<file path="config.mk">
export PLATFORM = sky130hd
export DESIGN_NAME = strobe_csr
export DESIGN_NICKNAME = d
export VERILOG_FILES = /design/src/rtl/strobe_csr_pkg.sv /design/src/rtl/strobe_csr_bit.sv /design/src/rtl/strobe_csr_dec.sv /design/src/rtl/strobe_csr_rd.sv /design/src/rtl/strobe_csr.sv
export SDC_FILE = /design/constraint.sdc
export NUM_CORES = 1
export LEC_CHECK = 0
export CAP_MARGIN = 20
export CORE_MARGIN = 8
export CORE_UTILIZATION = 50
export DETAILED_ROUTE_END_ITERATION = 8
export DONT_BUFFER_PORTS = 1
export SYNTH_ARGS = -nofsm -noshare
export SYNTH_HDL_FRONTEND = slang
export SYNTH_SLANG_ARGS = --single-unit
</file>
<file path="constraint.sdc">
create_clock -name clk_i -period 1.9 [get_ports clk_i]
set_clock_uncertainty 0.15 [all_clocks]
set_input_delay 0 -clock clk_i [delete_from_list [all_inputs] [get_ports clk_i]]
set_output_delay 0 -clock clk_i [all_outputs]
set_load 0.05 [all_outputs]
</file>
<file path="src/rtl/strobe_csr_pkg.sv">
package strobe_csr_pkg;
  localparam int CSR_W = 16;
  localparam int OFF_W = 6;

  localparam int B_TIMO = 0;
  localparam int B_PARE = 1;
  localparam int B_ALGN = 3;
  localparam int B_LED  = 4;
  localparam int B_FLOP = 6;
  localparam int B_ITIM = 7;
  localparam int B_IFLT = 8;
  localparam int B_CLK  = 9;
  localparam int B_PIR8 = 10;
  localparam int B_PIR9 = 11;

  localparam logic [CSR_W-1:0] IMPL_MASK = 16'h0FDB;

  localparam logic [OFF_W-1:0] OFF_RD_HI     = 6'h02;
  localparam logic [OFF_W-1:0] OFF_RD_LO     = 6'h03;
  localparam logic [OFF_W-1:0] OFF_CLR_TIMO  = 6'h03;
  localparam logic [OFF_W-1:0] OFF_CLR_PARE  = 6'h07;
  localparam logic [OFF_W-1:0] OFF_SYS_RST   = 6'h0B;
  localparam logic [OFF_W-1:0] OFF_CLR_ALGN  = 6'h0F;
  localparam logic [OFF_W-1:0] OFF_SET_LED   = 6'h13;
  localparam logic [OFF_W-1:0] OFF_CLR_LED   = 6'h17;
  localparam logic [OFF_W-1:0] OFF_SET_FLOP  = 6'h1B;
  localparam logic [OFF_W-1:0] OFF_CLR_FLOP  = 6'h1F;
  localparam logic [OFF_W-1:0] OFF_SET_ITIM  = 6'h23;
  localparam logic [OFF_W-1:0] OFF_CLR_ITIM  = 6'h27;
  localparam logic [OFF_W-1:0] OFF_SET_IFLT  = 6'h2B;
  localparam logic [OFF_W-1:0] OFF_CLR_IFLT  = 6'h2F;
  localparam logic [OFF_W-1:0] OFF_SET_PIR9  = 6'h33;
  localparam logic [OFF_W-1:0] OFF_CLR_PIR9  = 6'h37;
  localparam logic [OFF_W-1:0] OFF_SET_PIR8  = 6'h3B;
  localparam logic [OFF_W-1:0] OFF_CLR_PIR8  = 6'h3F;

  typedef struct packed {
    logic [CSR_W-1:0] set;
    logic [CSR_W-1:0] clr;
    logic             rst_req;
    logic             force_tick;
  } wr_dec_t;
endpackage

</file>
<file path="src/rtl/strobe_csr_bit.sv">
module strobe_csr_bit (
  input  logic clk_i,
  input  logic rst_ni,
  input  logic hw_set_i,
  input  logic sw_set_i,
  input  logic sw_clr_i,
  output logic q_o
);
  // hardware event outranks a firmware clear in the same cycle
  always_ff @(posedge clk_i or negedge rst_ni) begin
    if (!rst_ni)       q_o <= 1'b0;
    else if (hw_set_i) q_o <= 1'b1;
    else if (sw_clr_i) q_o <= 1'b0;
    else if (sw_set_i) q_o <= 1'b1;
  end
endmodule

</file>
<file path="src/rtl/strobe_csr_dec.sv">
module strobe_csr_dec
  import strobe_csr_pkg::*;
#(
  parameter int ADDR_W = 8
) (
  input  logic              wr_en_i,
  input  logic [ADDR_W-1:0] addr_i,
  output wr_dec_t           dec_o
);
  logic             in_range;
  logic [OFF_W-1:0] off;

  assign in_range = (addr_i >> OFF_W) == '0;
  assign off      = addr_i[OFF_W-1:0];

  always_comb begin
    dec_o = '0;
    if (wr_en_i && in_range) begin
      unique case (off)
        OFF_CLR_TIMO: dec_o.clr[B_TIMO] = 1'b1;
        OFF_CLR_PARE: dec_o.clr[B_PARE] = 1'b1;
        OFF_SYS_RST:  dec_o.rst_req     = 1'b1;
        OFF_CLR_ALGN: dec_o.clr[B_ALGN] = 1'b1;
        OFF_SET_LED:  dec_o.set[B_LED]  = 1'b1;
        OFF_CLR_LED:  dec_o.clr[B_LED]  = 1'b1;
        OFF_SET_FLOP: dec_o.set[B_FLOP] = 1'b1;
        OFF_CLR_FLOP: dec_o.clr[B_FLOP] = 1'b1;
        OFF_SET_ITIM: dec_o.set[B_ITIM] = 1'b1;
        OFF_CLR_ITIM: begin
          dec_o.clr[B_ITIM] = 1'b1;
          dec_o.force_tick  = 1'b1;
        end
        OFF_SET_IFLT: dec_o.set[B_IFLT] = 1'b1;
        OFF_CLR_IFLT: dec_o.clr[B_IFLT] = 1'b1;
        OFF_SET_PIR9: dec_o.set[B_PIR9] = 1'b1;
        OFF_CLR_PIR9: dec_o.clr[B_PIR9] = 1'b1;
        OFF_SET_PIR8: dec_o.set[B_PIR8] = 1'b1;
        OFF_CLR_PIR8: dec_o.clr[B_PIR8] = 1'b1;
        default: ;
      endcase
    end
  end
endmodule

</file>
<file path="src/rtl/strobe_csr_rd.sv">
module strobe_csr_rd
  import strobe_csr_pkg::*;
#(
  parameter int ADDR_W = 8
) (
  input  logic              rd_en_i,
  input  logic [ADDR_W-1:0] addr_i,
  input  logic              rd_hw_i,
  input  logic [CSR_W-1:0]  csr_i,
  output logic [CSR_W-1:0]  data_o
);
  localparam int BYTE_W = CSR_W / 2;

  logic             in_range;
  logic [OFF_W-1:0] off;

  assign in_range = (addr_i >> OFF_W) == '0;
  assign off      = addr_i[OFF_W-1:0];

  always_comb begin
    data_o = '0;
    if (rd_en_i && in_range) begin
      if (off == OFF_RD_HI)
        data_o = rd_hw_i ? csr_i : {{BYTE_W{1'b0}}, csr_i[CSR_W-1:BYTE_W]};
      else if (off == OFF_RD_LO)
        data_o = {{BYTE_W{1'b0}}, csr_i[BYTE_W-1:0]};
    end
  end
endmodule

</file>
<file path="src/rtl/strobe_csr.sv">
module strobe_csr
  import strobe_csr_pkg::*;
#(
  parameter int ADDR_W = 8
) (
  input  logic              clk_i,
  input  logic              rst_ni,
  input  logic              wr_en_i,
  input  logic              rd_en_i,
  input  logic [ADDR_W-1:0] addr_i,
  input  logic              rd_hw_i,
  input  logic              bus_timeout_i,
  input  logic              parity_err_i,
  input  logic              align_fault_i,
  input  logic              clk_tick_i,
  input  logic              clk_clear_i,
  output logic [15:0]       rd_data_o,
  output logic [15:0]       csr_o,
  output logic              sys_reset_req_o,
  output logic              force_tick_o
);
  wr_dec_t          dec;
  logic [CSR_W-1:0] csr_q;
  logic [CSR_W-1:0] hw_set;
  logic [CSR_W-1:0] clr_all;

  strobe_csr_dec #(.ADDR_W(ADDR_W)) u_dec (
    .wr_en_i (wr_en_i),
    .addr_i  (addr_i),
    .dec_o   (dec)
  );

  always_comb begin
    hw_set         = '0;
    hw_set[B_TIMO] = bus_timeout_i;
    hw_set[B_PARE] = parity_err_i;
    hw_set[B_ALGN] = align_fault_i;
    hw_set[B_CLK]  = clk_tick_i & ~csr_q[B_ITIM];
    clr_all        = dec.clr;
    clr_all[B_CLK] = clk_clear_i;
  end

  for (genvar i = 0; i < CSR_W; i++) begin : g_bit
    strobe_csr_bit u_bit (
      .clk_i    (clk_i),
      .rst_ni   (rst_ni),
      .hw_set_i (hw_set[i]),
      .sw_set_i (dec.set[i]),
      .sw_clr_i (clr_all[i]),
      .q_o      (csr_q[i])
    );
  end

  always_ff @(posedge clk_i or negedge rst_ni) begin
    if (!rst_ni) begin
      sys_reset_req_o <= 1'b0;
      force_tick_o    <= 1'b0;
    end else begin
      sys_reset_req_o <= dec.rst_req;
      force_tick_o    <= dec.force_tick;
    end
  end

  strobe_csr_rd #(.ADDR_W(ADDR_W)) u_rd (
    .rd_en_i (rd_en_i),
    .addr_i  (addr_i),
    .rd_hw_i (rd_hw_i),
    .csr_i   (csr_q),
    .data_o  (rd_data_o)
  );

  assign csr_o = csr_q;
endmodule

</file>
# Yosys cells after proc, flatten, opt, wreduce, memory -nomap -nowiden
# Cells that the tools add are included.
[word_totals]
out_inout_bits = 34
elab_cells = 91
inputBits = 18
register_bits = 12
[op_classes]
bitwise = 2
reduce_logical = 13
eq_ne = 17
n_mux = 47
[op_table]
columns = ["cell", "n"]
rows = [
  ["6-bit equality test (second input constant)", 8],
  ["1-bit 2-to-1 mux", 37],
  ["16-bit 2-to-1 mux", 2],
  ["6-bit by 5-bit equality test with 1-bit output (second input constant)", 4],
  ["2-bit nonzero test", 10],
  ["6-bit by 2-bit equality test with 1-bit output (second input constant)", 2],
  ["6-bit by 4-bit equality test with 1-bit output (second input constant)", 2],
  ["12-bit 2-to-1 mux", 1],
  ["8-bit logical NOT", 1],
  ["8-bit 2-to-1 mux", 1],
  ["6-bit by 3-bit equality test with 1-bit output (second input constant)", 1],
  ["2-bit 2-to-1 mux", 3],
  ["3-bit 2-to-1 mux", 2],
  ["4-bit 2-to-1 mux", 1],
  ["1-bit logical AND", 2],
  ["1-bit bitwise AND", 1],
  ["1-bit inverter", 1],
]

# Longest topological paths before layout
# Gate-level depths: netlist (run 1).
[logic_depth]
ltp_word = 5
ltp_mapped = 4
depth_no_buf = 3

# Cells and area by module
# A second synthesis (run 1) with hierarchy kept.
[hier_totals]
hier_cells = 149
hier_area_um2 = 1391.3
[modules_own_cells]
columns = ["mod", "seq_area_each_um2", "area_per_inst_um2", "instances", "cells_each"]
rows = [
  ["strobe_csr_bit", 25.0, 40.0, 16, 3],
  ["strobe_csr_rd", 0.0, 390.4, 1, 52],
  ["strobe_csr_dec", 0.0, 292.8, 1, 45],
  ["strobe_csr", 50.0, 67.6, 1, 4],
]

# Worst setup path after synthesis (run 1)
# No wires, ideal clock.
[synth_timing]
kind = "register to output"
start = "reg g_bit[10].u_bit.q_o"
end = "out rd_data_o[2]"
arrival_time_ns = 1.939
required_ns = 1.750
path_stages_with_launch = 3
setup_slack_ns = -0.189
n_path_buf = 0
cell_sequence = "dfrtp_1 > inv_1 > nor4_1"
[synth_via]
elab_chain_len = 3
[synth_lines]
columns = ["item", "line_no", "text"]
rows = [
  ["start, declared", "strobe_csr_bit.sv:7", "output logic q_o"],
  ["start signal, assigned", "strobe_csr_bit.sv:11", "if (!rst_ni) q_o <= 1'b0;"],
  ["start signal, assigned", "strobe_csr_bit.sv:12", "else if (hw_set_i) q_o <= 1'b1;"],
  ["start signal, assigned", "strobe_csr_bit.sv:13", "else if (sw_clr_i) q_o <= 1'b0;"],
  ["12-bit 2-to-1 mux", "strobe_csr_rd.sv:24", "data_o = rd_hw_i ? csr_i : {{BYTE_W{1'b0}}, csr_i[CSR_W-1:BYTE_W]};"],
  ["16-bit 2-to-1 mux", "strobe_csr_rd.sv:23", "if (off == OFF_RD_HI)"],
  ["16-bit 2-to-1 mux", "strobe_csr_rd.sv:22", "if (rd_en_i && in_range) begin"],
  ["end, declared", "strobe_csr.sv:17", "output logic [15:0] rd_data_o,"],
]
# No other way between the ends.

==> results of run 1 <==
worst min-delay path by stage:
| stage | from | end | slack, ps |
|---|---|---|---|
| 2_1_floorplan | rst_ni | force_tick_o | -450 |
| 3_3_place_gp | rst_ni | g_bit[6].u_bit.q_o | -450 |
| 3_5_place_dp | rst_ni | g_bit[6].u_bit.q_o | -450 |
| 4_1_cts | wr_en_i | g_bit[7].u_bit.q_o | 2 |
| 5_1_grt | addr_i[1] | force_tick_o | 20 |
| 6_report | rst_ni | g_bit[11].u_bit.q_o | -10 |
cell usage after synthesis (3+ instances only):
| master | n |
|---|---|
| sky130_fd_sc_hd__nand3_1 | 3 |
| sky130_fd_sc_hd__inv_1 | 5 |
| sky130_fd_sc_hd__nor3_2 | 5 |
| sky130_fd_sc_hd__mux2i_1 | 3 |
| sky130_fd_sc_hd__buf_4 | 22 |
| sky130_fd_sc_hd__nor3b_2 | 3 |
| sky130_fd_sc_hd__nand4_1 | 3 |
| sky130_fd_sc_hd__nand2_1 | 7 |
| sky130_fd_sc_hd__a41oi_1 | 4 |
| sky130_fd_sc_hd__dfrtp_1 | 12 |
| sky130_fd_sc_hd__a21oi_2 | 3 |
| sky130_fd_sc_hd__a21o_1 | 3 |
| sky130_fd_sc_hd__o21ai_0 | 3 |
registers in the layout, indices dropped and copies added, names as in the netlist:
signal / flops
g_bit.u_bit.q_o: 10
force_tick_o: 1
sys_reset_req_o: 1
layer usage:
| metal | routed length (µm) | vias to the layer above | global-route usage [%] |
|---|---|---|---|
| li1 | - | 358 | - |
| met3 | 304 | 2 | 6.30 |
| met5 | 0 | - | 0 |
| met1 | 924 | 349 | 16.7 |
| met2 | 1130 | 46 | 24.3 |
| met4 | 42 | 0 | 9.44 |
logic make-up after synthesis:
group / Yosys count
AND/OR/NAND/NOR: 33
flip-flops: 12
buffers and inverters: 30
multiplexers: 3
other: 1
AO/OA/AOI/OAI: 15
stage by stage:
stage               power [W]  utilization (%)
finish               0.000672             68.1
floorplan            0.000457                -
global placement     0.000434             54.8
CTS                  0.000671             68.1
detailed placement   0.000437             54.8
global route         0.000704             68.1
worst reg2reg max path, delay by kind of cell (launching register included):
| family | cells | cell delay, ps |
|---|---|---|
| flip-flops | 1 | 580 |
| buffers and inverters | 1 | 600 |
| AO/OA/AOI/OAI | 2 | 370 |
report_power, final:
group	internal, W	total, W	switching [W]
registers	0.000267	0.000291	0.0000239
clock network	0.000116	0.000204	0.0000872
logic	0.0000531	0.000177	0.000124
final cells by class:
type	count	area [µm²]
clock buffer	4	36.3
fill	150	546
tap	25	31.3
inverter	5	18.8
timing repair buffer	38	333
sequential	12	300
multi-input combinational	62	443
==> flow_metrics.py, run 1 <==
metrics = {
    "final_layout": {
        "area_growth_pct": 28.7,
        "mostFrequentLayoutCells": "sky130_fd_sc_hd__dlygate4sd3_1, sky130_fd_sc_hd__buf_4, sky130_fd_sc_hd__dfrtp_1, sky130_fd_sc_hd__conb_1, sky130_fd_sc_hd__nand2_1",
        "final_area_mm2": 0.00116,
        "finish.net_count": 140,
        "antenna_cells_inserted": 0,
        "final_layout_size_suffix_gt1_share_pct": 31.4,
        "final_cell_count_no_fill": 146,
    },
    "yosys": {
        "fraction_of_synthesized_area_in_multiplexers_pct": 3.32,
        "synth_top_cell_area_share_pct": 33.2,
        "synth_compound_gate_area_share_pct": 12.3,
        "post_synth_instance_area_um2": 903,
        "async_flop_share_pct": 100,
        "synth_simple_gate_area_share_pct": 28.1,
        "netlist_instances": 94,
        "yosys_warnings": 0,
        "synth_top_cells_by_area": "sky130_fd_sc_hd__dfrtp_1, sky130_fd_sc_hd__buf_4, sky130_fd_sc_hd__nor3_2, sky130_fd_sc_hd__nor3b_2, sky130_fd_sc_hd__a41oi_1",
        "synth_largest_area_cell": "sky130_fd_sc_hd__dfrtp_1",
        "synth_seq_area_share_pct": 33.2,
        "yosys.area_share.xor_xnor_pct": 0,
        "synth-main-ff-cell": "sky130_fd_sc_hd__dfrtp_1",
        "synth_adder_area_share_pct": 0,
        "edff_count_synth": 0,
        "synth_cell_type_count": 29,
        "ys_ff_latch": 12,
        "avgSynthCellArea_um2": 9.61,
        "combinational_family_with_the_most_area_after_synthesis": "simple AND/OR/NAND/NOR gates",
    },
    "detailed_routing": {
        "route.final.wire_length_um": 2400,
        "detail_route.vias_per_cell": 5.17,
        "post-route-drc-count": 0,
        "starting_drt_drc_count": 11,
        "firstDrtPassIters": 4,
        "vias": 755,
        "detail_route.wl_per_cell_um": 16.4,
        "ant_nets": 0,
    },
    "floorplanning": {
        "die_boundary_width_um": 58.5,
        "floorplan.die_area_mm2": 0.00342,
        "num_io_pins": 52,
        "floorplan.die.height_um": 58.5,
        "floorplan_row_count": 15,
        "initial_utilization_pct": 52.9,
        "design.core.area_mm2": 0.00171,
    },
    "sta": {
        "achievable-frequency_mhz": 548,
        "layout_worst_path_cycle_share_pct": 96.0,
        "final_period_demand_of_the_worst_path_ps": 1820,
        "finalHoldViolations": 12,
        "timing.setup.tns_ps": 0,
        "setup_viol": 0,
        "report.final.slew_viol_count": 0,
        "post-route-worst-setup-slack_ps": 75.8,
        "fin_worst_hold_slack_ps": -14.7,
        "timing.slew.headroom_pct": 62.4,
        "setup_repair_after_global_routing_missed_its_margin": "no",
        "timing_worst_slew_pin_value_ps": 564,
    },
    "clock_network": {
        "clkTransAtPathRegs_ps": 80,
        "cts_inserted_buffers": 3,
        "clock_sink_count": 12,
        "cts-hold-fix-buffers": 19,
        "clock_path_buffers": 2,
        "worst_skew_pair.late_latency_ps": 270,
        "cts_setup_buffers": 0,
        "number_of_gates_resized_after_cts": 0,
        "clock-root-buffer": "sky130_fd_sc_hd__clkbuf_4",
        "clock_tree_from_tritoncts": "built",
        "ctsHtreeMaxLevel": 1,
    },
    "setup_path": {
        "crit_chain": "a41oi_1, a41oi_1, dlygate4sd3_1",
        "crit_path_start_kind": "register",
        "rr_endpoint": "g_bit[4].u_bit.q_o",
        "setup.worst_path.start": "g_bit[4].u_bit.q_o",
        "timing.critical_path.buf_inv": 1,
        "setup.worst_path.class": "reg2reg",
        "crit_path_top_cell_by_count": "sky130_fd_sc_hd__a41oi_1",
        "cpLargestDelayFamily": "buffers and inverters",
        "r2r_cells": 3,
        "worst_reg2reg_startpoint": "g_bit[4].u_bit.q_o",
        "cp-end-kind": "register",
        "timing.reg2reg.setup_slack_ps": 80,
        "worst_path_max_delay_cell": "sky130_fd_sc_hd__dlygate4sd3_1",
        "critical_path_depth": 3,
        "critical_path_required_time_ps": 1900,
        "worst_path_largest_cell_delay_ps": 600,
        "cp_max_fo": 3,
        "endpoint": "g_bit[4].u_bit.q_o",
        "critical_path_data_arrival_time_ps": 1820,
    },
    "place": {
        "port_buffers": 0,
        "dp_hpwl_um": 1700,
        "place_worst_setup_slack_ps": 418,
        "numPlacedInstances": 123,
        "gp_congestion": 0.835,
        "detailed_place.area_um2": 936,
    },
    "global_routing": {
        "largest_net_degree_at_the_start_of_global_routing": 13,
        "grt_pass1_vias": 820,
        "number_of_antenna_violations_at_the_first_check_in_global_routing": 0,
        "gr-usage-all-layers_pct": 15.4,
        "grt_first_pass_wirelength_um": 4060,
        "grt_overflow_total": 0,
    },
    "outcome": {
        "violations": "hold timing",
        "outcome": "finished, violations left",
    },
    "power_and_ir_drop": {
        "cellPowerDensity_mw_per_mm2": 578,
        "worst_ir_drop_vdd_uv": 391,
        "leakagePower_nw": 0.538,
    },
    "job": {
        "max_cap_viol_count": 0,
    },
    "min_path": {
        "min_path_type": "in2async",
    },
}
(Power assumes the default switching activity.)
==> run 2, diff against run 1 <==
--- a/config.mk
+++ b/config.mk
@@ -10,6 +10,7 @@
 export CORE_UTILIZATION = 50
 export DETAILED_ROUTE_END_ITERATION = 8
 export DONT_BUFFER_PORTS = 1
+export SETUP_SLACK_MARGIN = 0.15
 export SYNTH_ARGS = -nofsm -noshare
 export SYNTH_HDL_FRONTEND = slang
 export SYNTH_SLANG_ARGS = --single-unit
==> run 2 against run 1 <==
Against the previous run: the run still ends with hold timing left; worst hold slack gained 13 ps; flip-flop and latch count is the same; largest power group unchanged; clock power is essentially flat; wire length grew 4.3%; design area grew 0.97%; sequential share of layout area shrank 0.14 points.
==> flow_metrics.py, run 2 (same netlist as run 1, synthesis figures left out) <==
metrics = {
    "global_routing": {
        "grt_first_pass_wirelength_um": 4220,
        "gr-usage-all-layers_pct": 16.0,
        "grt_overflow_total": 0,
        "number_of_antenna_violations_at_the_first_check_in_global_routing": 0,
        "largest_net_degree_at_the_start_of_global_routing": 13,
        "grt_pass1_vias": 835,
    },
    "power_and_ir_drop": {
        "cellPowerDensity_mw_per_mm2": 573,
        "total_power_w": 0.000672,
        "leakagePower_nw": 0.554,
        "worst_ir_drop_vdd_uv": 417,
    },
    "sta": {
        "timing_worst_slew_pin_value_ps": 556,
        "setup_repair_after_global_routing_missed_its_margin": "no",
        "report.final.slew_viol_count": 0,
        "timing.setup.tns_ps": 0,
        "fin_worst_hold_slack_ps": -1.34,
        "layout_worst_path_cycle_share_pct": 89.0,
        "achievable-frequency_mhz": 591,
        "setup_viol": 0,
        "finalHoldViolations": 5,
        "final_period_demand_of_the_worst_path_ps": 1690,
        "post-route-worst-setup-slack_ps": 208,
        "timing.slew.headroom_pct": 62.9,
    },
    "place": {
        "port_buffers": 0,
        "gp_congestion": 0.835,
        "place_worst_setup_slack_ps": 418,
        "dp_hpwl_um": 1700,
    },
    "clock_network": {
        "ctsHtreeMaxLevel": 1,
        "clock_path_buffers": 2,
        "clock-root-buffer": "sky130_fd_sc_hd__clkbuf_4",
        "clock_tree_from_tritoncts": "built",
        "clkTransAtPathRegs_ps": 80,
        "cts_inserted_buffers": 3,
        "worst_skew_pair.late_latency_ps": 270,
        "clock_sink_count": 12,
    },
    "floorplanning": {
        "floorplan_row_count": 15,
        "initial_utilization_pct": 52.9,
        "num_io_pins": 52,
        "design.core.area_mm2": 0.00171,
        "floorplan.die_area_mm2": 0.00342,
        "die_boundary_width_um": 58.5,
        "floorplan.die.height_um": 58.5,
    },
    "detailed_routing": {
        "starting_drt_drc_count": 21,
        "post-route-drc-count": 0,
        "vias": 764,
        "firstDrtPassIters": 4,
        "detail_route.wl_per_cell_um": 17.1,
        "detail_route.vias_per_cell": 5.23,
        "ant_nets": 0,
        "route.final.wire_length_um": 2500,
    },
    "setup_path": {
        "cp_max_fo": 6,
        "crit_path_start_kind": "input pin",
        "critical_path_data_arrival_time_ps": 1680,
        "r2r_cells": 3,
        "cp-end-kind": "register",
        "setup.worst_path.class": "in2reg",
        "critical_path_required_time_ps": 1890,
        "timing.reg2reg.setup_slack_ps": 240,
    },
    "final_layout": {
        "utilization_pct": 68.7,
        "final_layout_size_suffix_gt1_share_pct": 33.1,
        "mostFrequentLayoutCells": "sky130_fd_sc_hd__buf_4, sky130_fd_sc_hd__dlygate4sd3_1, sky130_fd_sc_hd__conb_1, sky130_fd_sc_hd__dfrtp_1, sky130_fd_sc_hd__nand2_1",
        "area_growth_pct": 29.9,
        "finish.net_count": 140,
        "registers_with_the_highest_flip_flop_counts": "g_bit.u_bit.q_o (10), force_tick_o (1), sys_reset_req_o (1)",
        "max_flop_register": "g_bit.u_bit.q_o",
        "antenna_cells_inserted": 0,
        "final_common_cell": "sky130_fd_sc_hd__buf_4",
        "max_reg_flops": 10,
    },
    "min_path": {
        "min_path_type": "in2async",
    },
    "job": {
        "max_cap_viol_count": 0,
    },
    "outcome": {
        "outcome": "finished, violations left",
        "violations": "hold timing",
    },
}
-- run 2: where the power goes --
group	total, W	internal (W)	switching [W]
clock	0.000201	0.000116	0.0000847
sequential	0.000292	0.000268	0.0000243
combinational	0.000179	0.0000538	0.000126
-- run 2: metal layers --
metal / vias up / wire length [µm] / share of wire [%] / global-route usage, %
li1: 359 / - / - / -
met1: 360 / 931 / 37 / 17.1
met2: 43 / 1200 / 48 / 25.5
met3: 2 / 322 / 13 / 6.96
met4: 0 / 42 / 1.7 / 9.44
met5: - / 0 / 0 / 0
-- run 2: repair_timing --
action                     in CTS  in global routing
gates resized for setup         0                  3
setup buffers                   0                  0
hold buffers                   19                  0
setup endpoints to repair       0                  1
hold endpoints to repair       24                  0
-- run 2: critical path, cell delays in order --
cell	delay, ps
sky130_fd_sc_hd__dlygate4sd3_1	650
sky130_fd_sc_hd__and4b_1	290
sky130_fd_sc_hd__a41oi_1	130
sky130_fd_sc_hd__dlygate4sd3_1	600
-- run 2: worst paths after layout --
kind,startpoint,end
worst min register to register,g_bit[1].u_bit.q_o,g_bit[1].u_bit.q_o
min in group clk_i,wr_en_i,g_bit[7].u_bit.q_o
worst max-delay path,addr_i[2],g_bit[4].u_bit.q_o
worst max register to register,g_bit[4].u_bit.q_o,g_bit[4].u_bit.q_o
worst min-delay path,rst_ni,g_bit[11].u_bit.q_o
max in group asynchronous,rst_ni,g_bit[4].u_bit.q_o
-- run 2: through the flow --
stage	instances	area, µm²
after floorplan	104	947
after global placement	123	936
after detailed placement	123	936
after CTS	146	1160
after global routing	146	1170
final	146	1170
-- run 2: final cells by class --
cell class                      instances  area [µm²]
Clock buffer                            4        36.3
Tap cell                               25        31.3
Fill cell                             150         534
Inverter                                5        18.8
Multi-Input combinational cell         62         450
Sequential cell                        12         302
Timing Repair Buffer                   38         335
==> run 3, diff against run 2 <==
--- a/config.mk
+++ b/config.mk
@@ -6,10 +6,11 @@
 export NUM_CORES = 1
 export LEC_CHECK = 0
 export CAP_MARGIN = 20
-export CORE_MARGIN = 8
+export CORE_MARGIN = 2
 export CORE_UTILIZATION = 50
 export DETAILED_ROUTE_END_ITERATION = 8
 export DONT_BUFFER_PORTS = 1
+export PLACE_DENSITY = 0.64
 export SETUP_SLACK_MARGIN = 0.15
 export SYNTH_ARGS = -nofsm -noshare
 export SYNTH_HDL_FRONTEND = slang
==> run 3 against run 2 <==
Against the previous run: the flow still finishes with violations (hold timing); clock-buffer cell count stayed put; final cell count stayed put; utilization is 0.44 points lower; critical path depth is 1 lower; largest power group unchanged; non-clock buffer count stayed put; critical endpoint is now rd_data_o[3]; worst hold slack worse by 13 ps; clock power is 3% higher.
==> flow_metrics.py, run 3 (same netlist as run 1, synthesis figures left out) <==
metrics = {
    "floorplanning": {
        "floorplan_row_count": 15,
        "initial_utilization_pct": 52.9,
        "design.core.area_mm2": 0.00171,
        "num_io_pins": 52,
        "die_boundary_width_um": 46.5,
        "floorplan.die_area_mm2": 0.00216,
        "floorplan.die.height_um": 46.5,
    },
    "sta": {
        "final_period_demand_of_the_worst_path_ps": 1660,
        "fin_worst_hold_slack_ps": -14.3,
        "finalHoldViolations": 12,
        "achievable-frequency_mhz": 603,
        "timing.setup.tns_ps": 0,
        "setup_repair_after_global_routing_missed_its_margin": "no",
        "report.final.slew_viol_count": 0,
        "layout_worst_path_cycle_share_pct": 87.3,
        "setup_viol": 0,
        "timing.slew.headroom_pct": 62.5,
        "timing_worst_slew_pin_value_ps": 560,
        "post-route-worst-setup-slack_ps": 240,
    },
    "place": {
        "dp_hpwl_um": 1360,
        "port_buffers": 0,
        "numPlacedInstances": 123,
        "gp_congestion": 0.904,
        "place_worst_setup_slack_ps": 452,
    },
    "clock_network": {
        "worst_skew_pair.late_latency_ps": 270,
        "clock_path_buffers": 2,
        "clock_tree_from_tritoncts": "built",
        "clock-root-buffer": "sky130_fd_sc_hd__clkbuf_4",
        "clkTransAtPathRegs_ps": 80,
        "ctsHtreeMaxLevel": 1,
        "clock_sink_count": 12,
        "cts_inserted_buffers": 3,
    },
    "global_routing": {
        "number_of_antenna_violations_at_the_first_check_in_global_routing": 0,
        "grt_overflow_total": 0,
        "gr-usage-all-layers_pct": 22.2,
        "grt_first_pass_wirelength_um": 3330,
        "largest_net_degree_at_the_start_of_global_routing": 13,
        "grt_pass1_vias": 729,
    },
    "setup_path": {
        "cpLargestDelayFamily": "flip-flops",
        "worst_reg2reg_startpoint": "g_bit[7].u_bit.q_o",
        "crit_path_start_kind": "register",
        "critical_path_data_arrival_time_ps": 1510,
        "r2r_cells": 3,
        "critical_path_required_time_ps": 1750,
        "cp_max_fo": 4,
        "timing.reg2reg.setup_slack_ps": 370,
        "worst_path_max_delay_cell": "sky130_fd_sc_hd__dfrtp_1",
        "cp-end-kind": "output port",
        "crit_chain": "nand2_1, a21oi_2, buf_4",
        "worst_path_largest_cell_delay_ps": 700,
        "rr_endpoint": "g_bit[9].u_bit.q_o",
        "timing.critical_path.buf_inv": 1,
        "setup.worst_path.class": "reg2out",
    },
    "outcome": {
        "outcome": "finished, violations left",
        "violations": "hold timing",
    },
    "detailed_routing": {
        "post-route-drc-count": 0,
        "detail_route.wl_per_cell_um": 15.3,
        "vias": 780,
        "route.final.wire_length_um": 2230,
        "firstDrtPassIters": 4,
        "detail_route.vias_per_cell": 5.34,
        "starting_drt_drc_count": 36,
        "ant_nets": 0,
    },
    "power_and_ir_drop": {
        "cellPowerDensity_mw_per_mm2": 577,
        "total_power_w": 0.000673,
        "leakagePower_nw": 0.550,
        "worst_ir_drop_vdd_uv": 486,
    },
    "final_layout": {
        "max_reg_flops": 10,
        "area_growth_pct": 29.1,
        "final_common_cell": "sky130_fd_sc_hd__buf_4",
        "finish.net_count": 140,
        "final_cell_count_no_fill": 146,
        "max_flop_register": "g_bit.u_bit.q_o",
        "registers_with_the_highest_flip_flop_counts": "g_bit.u_bit.q_o (10), force_tick_o (1), sys_reset_req_o (1)",
        "utilization_pct": 68.3,
        "mostFrequentLayoutCells": "sky130_fd_sc_hd__buf_4, sky130_fd_sc_hd__dlygate4sd3_1, sky130_fd_sc_hd__dfrtp_1, sky130_fd_sc_hd__conb_1, sky130_fd_sc_hd__nand2_1",
        "antenna_cells_inserted": 0,
        "final_layout_size_suffix_gt1_share_pct": 32.2,
    },
    "min_path": {
        "min_path_type": "in2async",
    },
    "job": {
        "max_cap_viol_count": 0,
    },
}
## run 3: cell counts in the layout (fill, tap and decap cells not counted)
No cell type changed its count.
## run 3: area by class of cell
type,count,area (µm²)
Clock buffer,4,36.3
Multi-Input combinational cell,62,444
Fill cell,143,542
Timing Repair Buffer,38,335
Tap cell,25,31.3
Sequential cell,12,300
Inverter,5,18.8
## run 3: repair_timing
item                                    CTS  global route
setup buffers                             0             0
resized for setup                         0             2
endpoints found under the hold margin    24             2
hold buffers                             19             1
endpoints found under the setup margin    0             3
## run 3: how the worst max path moves through the flow
stage | from | end | slack, ps | cells past startpoint
6_report | g_bit[11].u_bit.q_o | rd_data_o[3] | 240 | 3
5_1_grt | g_bit[11].u_bit.q_o | rd_data_o[3] | 180 | 3
4_1_cts | wr_en_i | g_bit[3].u_bit.q_o | 170 | 5
3_5_place_dp | addr_i[5] | rd_data_o[2] | 450 | 4
3_3_place_gp | addr_i[5] | rd_data_o[2] | 490 | 4
2_1_floorplan | g_bit[10].u_bit.q_o | rd_data_o[2] | 380 | 2
## run 3: per-stage QoR
stage	hold WS (ps)	area, µm²
after floorplan	-446	947
after global placement	-445	936
after global routing	30.4	1170
after detailed placement	-445	936
final	-14.3	1170
after CTS	3.36	1160
## run 3: power breakdown
group / switching [W] / internal (W) / total [W] / leakage [nW]
clock: 0.0000916 / 0.000116 / 0.000208 / 0.0210
sequential: 0.0000233 / 0.000267 / 0.000290 / 0.134
combinational: 0.000123 / 0.0000514 / 0.000175 / 0.396
## run 3: worst register-to-register path, delay by kind of cell, from the launching register on
kind,cells,cell delay (ps)
flip-flops,1,380
buffers and inverters,2,770
AO/OA/AOI/OAI,1,170
## run 3: per-layer routing
layer / wire length, µm / global-route usage, % / vias to the layer above
met5: 0 / 0 / -
met4: 25 / 7.43 / 0
met3: 233 / 5.10 / 4
met2: 1120 / 37.8 / 57
met1: 848 / 27.5 / 363
li1: - / - / 356
